<file path="config.mk">
export PLATFORM = sky130hd
export DESIGN_NAME = pixel_unpacker
export DESIGN_NICKNAME = d
export VERILOG_FILES = /design/src/rtl/pxu_pkg.sv /design/src/rtl/pxu_extract.sv /design/src/rtl/pxu_fields.sv /design/src/rtl/pxu_seq.sv /design/src/rtl/pixel_unpacker.sv
export SDC_FILE = /design/constraint.sdc
export NUM_CORES = 1
export LEC_CHECK = 0
export ABC_CLOCK_PERIOD_IN_PS = 7110
export BUFFER_PORTS_ARGS = -buffer_cell sky130_fd_sc_hd__buf_2
export CAP_MARGIN = 20
export CORE_UTILIZATION = 50
export DETAILED_ROUTE_END_ITERATION = 12
export PLACE_DENSITY = 0.83
export SYNTH_ARGS = -nofsm -noshare
export SYNTH_HDL_FRONTEND = slang
export SYNTH_HIERARCHICAL = 1
export SYNTH_SLANG_ARGS = --single-unit
</file>
<file path="constraint.sdc">
create_clock -name clk -period 7.11 [get_ports clk]
set_input_delay 1.0665 -clock clk [delete_from_list [all_inputs] [get_ports clk]]
set_output_delay 1.0665 -clock clk [all_outputs]
set_load 0.02 [all_outputs]
</file>
<file path="src/rtl/pxu_pkg.sv">
package pxu_pkg;

    typedef enum logic [3:0] {
        FMT_P1   = 4'd0,
        FMT_P2   = 4'd1,
        FMT_P4   = 4'd2,
        FMT_P8   = 4'd3,
        FMT_565  = 4'd4,
        FMT_5551 = 4'd5,
        FMT_664  = 4'd6,
        FMT_4444 = 4'd7,
        FMT_888O = 4'd8
    } fmt_e;

    typedef enum logic [1:0] {
        ST_IDLE  = 2'd0,
        ST_RUN   = 2'd1,
        ST_STALL = 2'd2
    } seq_state_e;

    // Map a raw mode code onto a format; unused codes fall back to 8-bit pseudo-colour.
    function automatic fmt_e norm_fmt(input logic [3:0] code);
        case (code)
            4'd0:    return FMT_P1;
            4'd1:    return FMT_P2;
            4'd2:    return FMT_P4;
            4'd4:    return FMT_565;
            4'd5:    return FMT_5551;
            4'd6:    return FMT_664;
            4'd7:    return FMT_4444;
            4'd8:    return FMT_888O;
            default: return FMT_P8;
        endcase
    endfunction

    // log2 of the pixel width in bits
    function automatic logic [2:0] fmt_log2(input fmt_e f);
        case (f)
            FMT_P1:   return 3'd0;
            FMT_P2:   return 3'd1;
            FMT_P4:   return 3'd2;
            FMT_P8:   return 3'd3;
            FMT_888O: return 3'd5;
            default:  return 3'd4;
        endcase
    endfunction

    function automatic logic [7:0] widen4(input logic [3:0] v);
        return {v, v};
    endfunction

    function automatic logic [7:0] widen5(input logic [4:0] v);
        return {v, v[4:2]};
    endfunction

    function automatic logic [7:0] widen6(input logic [5:0] v);
        return {v, v[5:4]};
    endfunction

endpackage

</file>
<file path="src/rtl/pxu_extract.sv">
// Selects the current pixel's raw bits from the held word.
module pxu_extract
    import pxu_pkg::*;
#(
    parameter int WORD_W = 64,
    parameter int CNT_W  = $clog2(WORD_W)
) (
    input  logic [WORD_W-1:0] word,
    input  fmt_e              fmt,
    input  logic              big_end,
    input  logic [CNT_W-1:0]  cnt,
    output logic [31:0]       raw
);
    logic [2:0]        lg;
    logic [CNT_W-1:0]  n_last;
    logic [CNT_W-1:0]  slot;
    logic [CNT_W-1:0]  shamt;
    logic [WORD_W-1:0] shifted;

    always_comb begin
        lg      = fmt_log2(fmt);
        n_last  = CNT_W'((WORD_W >> lg) - 1);
        slot    = big_end ? (n_last - cnt) : cnt;
        shamt   = slot << lg;
        shifted = word >> shamt;
        unique case (lg)
            3'd0:    raw = {31'b0, shifted[0]};
            3'd1:    raw = {30'b0, shifted[1:0]};
            3'd2:    raw = {28'b0, shifted[3:0]};
            3'd3:    raw = {24'b0, shifted[7:0]};
            3'd4:    raw = {16'b0, shifted[15:0]};
            default: raw = shifted[31:0];
        endcase
    end
endmodule

</file>
<file path="src/rtl/pxu_fields.sv">
// Splits a raw pixel into palette index or widened colour fields.
module pxu_fields
    import pxu_pkg::*;
(
    input  logic [31:0] raw,
    input  fmt_e        fmt,
    input  logic [7:0]  page,
    output logic        truecolor,
    output logic [7:0]  idx,
    output logic [7:0]  red,
    output logic [7:0]  green,
    output logic [7:0]  blue,
    output logic [7:0]  ovl
);
    always_comb begin
        truecolor = 1'b1;
        idx   = 8'h00;
        red   = 8'h00;
        green = 8'h00;
        blue  = 8'h00;
        ovl   = 8'h00;
        unique case (fmt)
            FMT_P1: begin truecolor = 1'b0; idx = {page[7:1], raw[0]};   end
            FMT_P2: begin truecolor = 1'b0; idx = {page[7:2], raw[1:0]}; end
            FMT_P4: begin truecolor = 1'b0; idx = {page[7:4], raw[3:0]}; end
            FMT_P8: begin truecolor = 1'b0; idx = raw[7:0];              end
            FMT_565: begin
                red   = widen5(raw[15:11]);
                green = widen6(raw[10:5]);
                blue  = widen5(raw[4:0]);
            end
            FMT_5551: begin
                ovl   = {8{raw[15]}};
                red   = widen5(raw[14:10]);
                green = widen5(raw[9:5]);
                blue  = widen5(raw[4:0]);
            end
            FMT_664: begin
                red   = widen6(raw[15:10]);
                green = widen6(raw[9:4]);
                blue  = widen4(raw[3:0]);
            end
            FMT_4444: begin
                ovl   = widen4(raw[15:12]);
                red   = widen4(raw[11:8]);
                green = widen4(raw[7:4]);
                blue  = widen4(raw[3:0]);
            end
            FMT_888O: begin
                ovl   = raw[31:24];
                red   = raw[23:16];
                green = raw[15:8];
                blue  = raw[7:0];
            end
            default: begin truecolor = 1'b0; idx = raw[7:0]; end
        endcase
    end
endmodule

</file>
<file path="src/rtl/pxu_seq.sv">
// Word latch, pixel counter and IDLE/RUN/STALL controller.
module pxu_seq
    import pxu_pkg::*;
#(
    parameter int WORD_W = 64,
    parameter int CNT_W  = $clog2(WORD_W)
) (
    input  logic              clk,
    input  logic              rst_n,
    input  logic              word_valid,
    input  logic [WORD_W-1:0] word_data,
    input  fmt_e              cfg_fmt,
    input  logic              cfg_be,
    output logic              word_ready,
    output logic              pix_valid,
    output logic              underrun,
    output logic [WORD_W-1:0] cur_word,
    output fmt_e              act_fmt,
    output logic              act_be,
    output logic [CNT_W-1:0]  pix_cnt
);
    seq_state_e       state, state_nxt;
    logic [CNT_W-1:0] last_cnt;
    logic             at_last;
    logic             take;

    always_comb begin
        last_cnt = CNT_W'((WORD_W >> fmt_log2(act_fmt)) - 1);
        at_last  = (pix_cnt == last_cnt);
        take     = word_valid && word_ready;
        state_nxt = state;
        unique case (state)
            ST_IDLE:  if (take) state_nxt = ST_RUN;
            ST_RUN:   if (at_last) state_nxt = take ? ST_RUN : ST_STALL;
            ST_STALL: if (take) state_nxt = ST_RUN;
            default:  state_nxt = ST_IDLE;
        endcase
    end

    // state register
    always_ff @(posedge clk) begin
        if (!rst_n) state <= ST_IDLE;
        else        state <= state_nxt;
    end

    // word and counter datapath
    always_ff @(posedge clk) begin
        if (!rst_n) begin
            cur_word <= '0;
            act_fmt  <= FMT_P8;
            act_be   <= 1'b0;
            pix_cnt  <= '0;
        end else if (take) begin
            cur_word <= word_data;
            act_fmt  <= cfg_fmt;
            act_be   <= cfg_be;
            pix_cnt  <= '0;
        end else if (state == ST_RUN && !at_last) begin
            pix_cnt  <= pix_cnt + 1'b1;
        end
    end

    // state-decoded outputs
    always_comb begin
        word_ready = 1'b1;
        pix_valid  = 1'b0;
        underrun   = 1'b0;
        unique case (state)
            ST_IDLE:  ;
            ST_RUN:   begin pix_valid = 1'b1; word_ready = at_last; end
            ST_STALL: underrun = 1'b1;
            default:  ;
        endcase
    end
endmodule

</file>
<file path="src/rtl/pixel_unpacker.sv">
module pixel_unpacker
    import pxu_pkg::*;
#(
    parameter int WORD_W = 64,
    localparam int CNT_W = $clog2(WORD_W)
) (
    input  logic              clk,
    input  logic              rst_n,
    input  logic              word_valid,
    input  logic [WORD_W-1:0] word_data,
    output logic              word_ready,
    input  logic [3:0]        cfg_mode,
    input  logic              cfg_big_endian,
    input  logic [7:0]        cfg_page,
    output logic              pix_valid,
    output logic              pix_truecolor,
    output logic [7:0]        pix_index,
    output logic [7:0]        pix_red,
    output logic [7:0]        pix_green,
    output logic [7:0]        pix_blue,
    output logic [7:0]        pix_ovl,
    output logic              underrun
);
    fmt_e              act_fmt;
    logic              act_be;
    logic [WORD_W-1:0] cur_word;
    logic [CNT_W-1:0]  pix_cnt;
    logic [31:0]       raw;

    pxu_seq #(.WORD_W(WORD_W), .CNT_W(CNT_W)) u_seq (
        .clk        (clk),
        .rst_n      (rst_n),
        .word_valid (word_valid),
        .word_data  (word_data),
        .cfg_fmt    (norm_fmt(cfg_mode)),
        .cfg_be     (cfg_big_endian),
        .word_ready (word_ready),
        .pix_valid  (pix_valid),
        .underrun   (underrun),
        .cur_word   (cur_word),
        .act_fmt    (act_fmt),
        .act_be     (act_be),
        .pix_cnt    (pix_cnt)
    );

    pxu_extract #(.WORD_W(WORD_W), .CNT_W(CNT_W)) u_ext (
        .word    (cur_word),
        .fmt     (act_fmt),
        .big_end (act_be),
        .cnt     (pix_cnt),
        .raw     (raw)
    );

    pxu_fields u_fld (
        .raw       (raw),
        .fmt       (act_fmt),
        .page      (cfg_page),
        .truecolor (pix_truecolor),
        .idx       (pix_index),
        .red       (pix_red),
        .green     (pix_green),
        .blue      (pix_blue),
        .ovl       (pix_ovl)
    );
endmodule

</file>
==> results.json <==
{
  "status": "finished clean",
  "max_freq_ghz": 0.151,
  "whs_endpoint": "u_seq/state[0]",
  "vias": 8676,
  "hp-class": "reg2reg",
  "antenna_found_initial": 0,
  "worstPathRequired_ns": 6.04,
  "port_buffers": 122,
  "placementRows": 48,
  "intPower_mw": 1.00,
  "yosysTopAreaCell": "dfxtp_1",
  "final_cell_mix": "nand2_1, mux2i_1, buf_2, dfxtp_1, nor2_1",
  "dieArea_um2": 18100,
  "clock_path_buffers": 2,
  "cts_sinks": 77,
  "start_kind": "register",
  "p_sw_mw": 0.581,
  "cts_resized": 0,
  "multi_input_area_um2": 6670,
  "cts-buffers-inserted": 9,
  "power_density_nw_per_um2": 163,
  "met1_usage": 0.406,
  "drt_iter0_markers": 908,
  "layout_commonest_cell": "nand2_1",
  "synth_edf_count": 0,
  "layout-drive-gt1-share": 0.241,
  "dp.final_hpwl_mm": 19.2,
  "hold_depth": 1,
  "synth_compound_area_frac": 0.176,
  "drt_first_pass_iters": 6,
  "viasPerCell": 6.46,
  "cp_max_fo": 43,
  "grt-busiest-layer": "met2",
  "setup_viol": 0,
  "switching_share": 0.367,
  "die_w_um": 134,
  "grt_use_total": 0.289,
  "ctsHoldBuffers": 0,
  "ys_warn_count": 6,
  "rr_worst_depth": 10,
  "pwr-share-seq": 0.312,
  "start_util": 0.509,
  "cts_root_buf": "clkbuf_16",
  "synthMuxAreaShare": 0.332,
  "regArea_um2": 1540,
  "p_clk_frac": 0.297,
  "final.fill_count": 1483,
  "cts_htree_levels": 3,
  "synth_top_area_frac": 0.176,
  "rsz0062_at_grt": "false",
  "cp_slowest_cell": "o211ai_4",
  "diodes": 0,
  "fp.dieH_um": 134,
  "synth-adder-area-share": 0.0137,
  "finalHoldViolCount": 0,
  "post-cts-setup-buffer-count": 0,
  "grt_max_degree": 110,
  "routedWlPerCell_um": 19.4,
  "synth-xor-area-share": 0.00813,
  "synthFlopType": "dfxtp_1",
  "drc": 0,
  "clk_pin_slew_ns": 0.06,
  "slew-limit-headroom": 0.321,
  "netlist_area_um2": 8770,
  "leakagePower_nw": 4.00,
  "synthDistinctLibCells": 97,
  "cp_top_family": "compound AO/OA/AOI/OAI gates",
  "grt_use_met3": 0.0514,
  "worstMarginPinSlew_ns": 1.01,
  "r2r-start": "u_seq/act_fmt[0]",
  "hold_ws_ns": 0.475,
  "max_stage_delay_ns": 0.72,
  "use_met2": 0.436,
  "syn_nets": 1129,
  "async_flop_share": 0,
  "nets": 1201,
  "cts_tree": "yes",
  "path_cells": "buf_4 > o21ai_0 > nand2b_1 > ha_1 > xnor2_1 > mux2i_1 > o211ai_4 > inv_2 > buf_4 > nand2_1 > nand2_1 > mux4_2 > o21ai_1 > o21ba_1 > mux4_2 > a22o_1 > buf_2",
  "period_minus_slack_ns": 6.63,
  "ys_ff_latch": 77,
  "tns_ns": 0,
  "synth_area_per_cell_um2": 8.44,
  "end_kind": "primary output",
  "r2r_end": "u_seq/cur_word[46]",
  "synth-simple-area-share": 0.226,
  "finalCritPeriodShare": 0.932,
  "io_pins": 124,
  "ir_drop_mv": 0.123,
  "r2r_slack_ns": 3.08,
  "finalMaxSlewViolations": 0,
  "crit_arrival_ns": 5.56,
  "p_comb_frac": 0.390,
  "synth_top_family_by_area": "multiplexers",
  "synth.top_cells.by_area": "dfxtp_1, mux2i_1, mux4_2, nand2_1, nor2_1",
  "crit_buf_inv": 4,
  "worstHoldStart": "u_seq/state[1]",
  "drv_cap": 0,
  "postSynthCellCount": 1040,
  "syn2layout_area_growth_pct": 10.6,
  "drt-total-wl_mm": 26.1,
  "grt_overflow_total": 0,
  "crit_path_start": "u_seq/act_fmt[1]",
  "grt_first_pass_wirelength_mm": 41.5,
  "grt_pass1_vias": 7815,
  "skew_ns": 0.0105,
  "coreArea_um2": 17200,
  "postRouteAntennaNets": 0,
  "seq_area_frac_synth": 0.176,
  "gp_congestion": 1.02,
  "crit_type": "reg2out",
  "clk_latency_ns": 0.34
}
sequential cells by signal (all words and copies together) (netlist names):
register        cells
u_seq/state         2
u_seq/pix_cnt       6
u_seq/act_be        1
u_seq/cur_word     64
u_seq/act_fmt       4
power by group through the flow:
stage               Combinational [mW]  Sequential, mW  Clock (mW)
detailed placement               0.598           0.502           0
finish                           0.618           0.495       0.470
global route                     0.661           0.499       0.493
floorplan                        0.445           0.489           0
CTS                              0.601           0.493       0.475
global placement                 0.592           0.500           0
area by class of cell:
type                            count  area share
Timing Repair Buffer              151      0.0857
Clock inverter                      3     0.00451
Tap cell                          225      0.0290
Inverter                           19     0.00735
Clock buffer                       13      0.0268
Sequential cell                    77       0.159
Multi-Input combinational cell    854       0.687
cell usage after synthesis, drive strengths merged, types with 16 or more instances:
master / instances
a211oi: 26
a21oi: 43
and3: 17
buf: 65
clkbuf: 25
dfxtp: 77
inv: 18
mux2: 17
mux2i: 143
mux4: 57
nand2: 210
nand3: 16
nor2: 65
o21ai: 37
through the flow:
step,area (µm²),utilization,cells,setup WS [ns],total power [mW]
6_report,9700,0.563,1342,0.483,1.58
3_3_place_gp,9400,0.545,1326,0.997,1.09
4_1_cts,9700,0.563,1342,0.530,1.57
5_1_grt,9700,0.563,1342,0.0992,1.65
2_1_floorplan,8770,-,1040,1.45,0.934
3_5_place_dp,9400,0.545,1326,0.904,1.10
cells by family (layout without fill, tap and decap cells):
kind of cell | count (synthesis) | count (layout)
compound gates | 215 | 215
fa+ha+maj | 9 | 9
buf+inv | 109 | 186
mux | 217 | 217
simple gates | 405 | 405
other cells | 2 | 2
xor+xnor | 6 | 6
flops | 77 | 77
how the worst max path moves through the flow:
stage,end,cells past startpoint
3_3_place_gp,pix_green[2],15
3_5_place_dp,pix_green[2],17
5_1_grt,pix_red[5],17
4_1_cts,pix_green[2],17
6_report,pix_green[2],17
2_1_floorplan,pix_green[0],18
layer usage:
layer	vias to the layer above	wire length, µm
met5	-	0
met4	0	865
met3	60	2280
met2	502	11500
met1	4091	11500
li1	4023	-
Note: power is estimated with default switching activity, not from simulation.
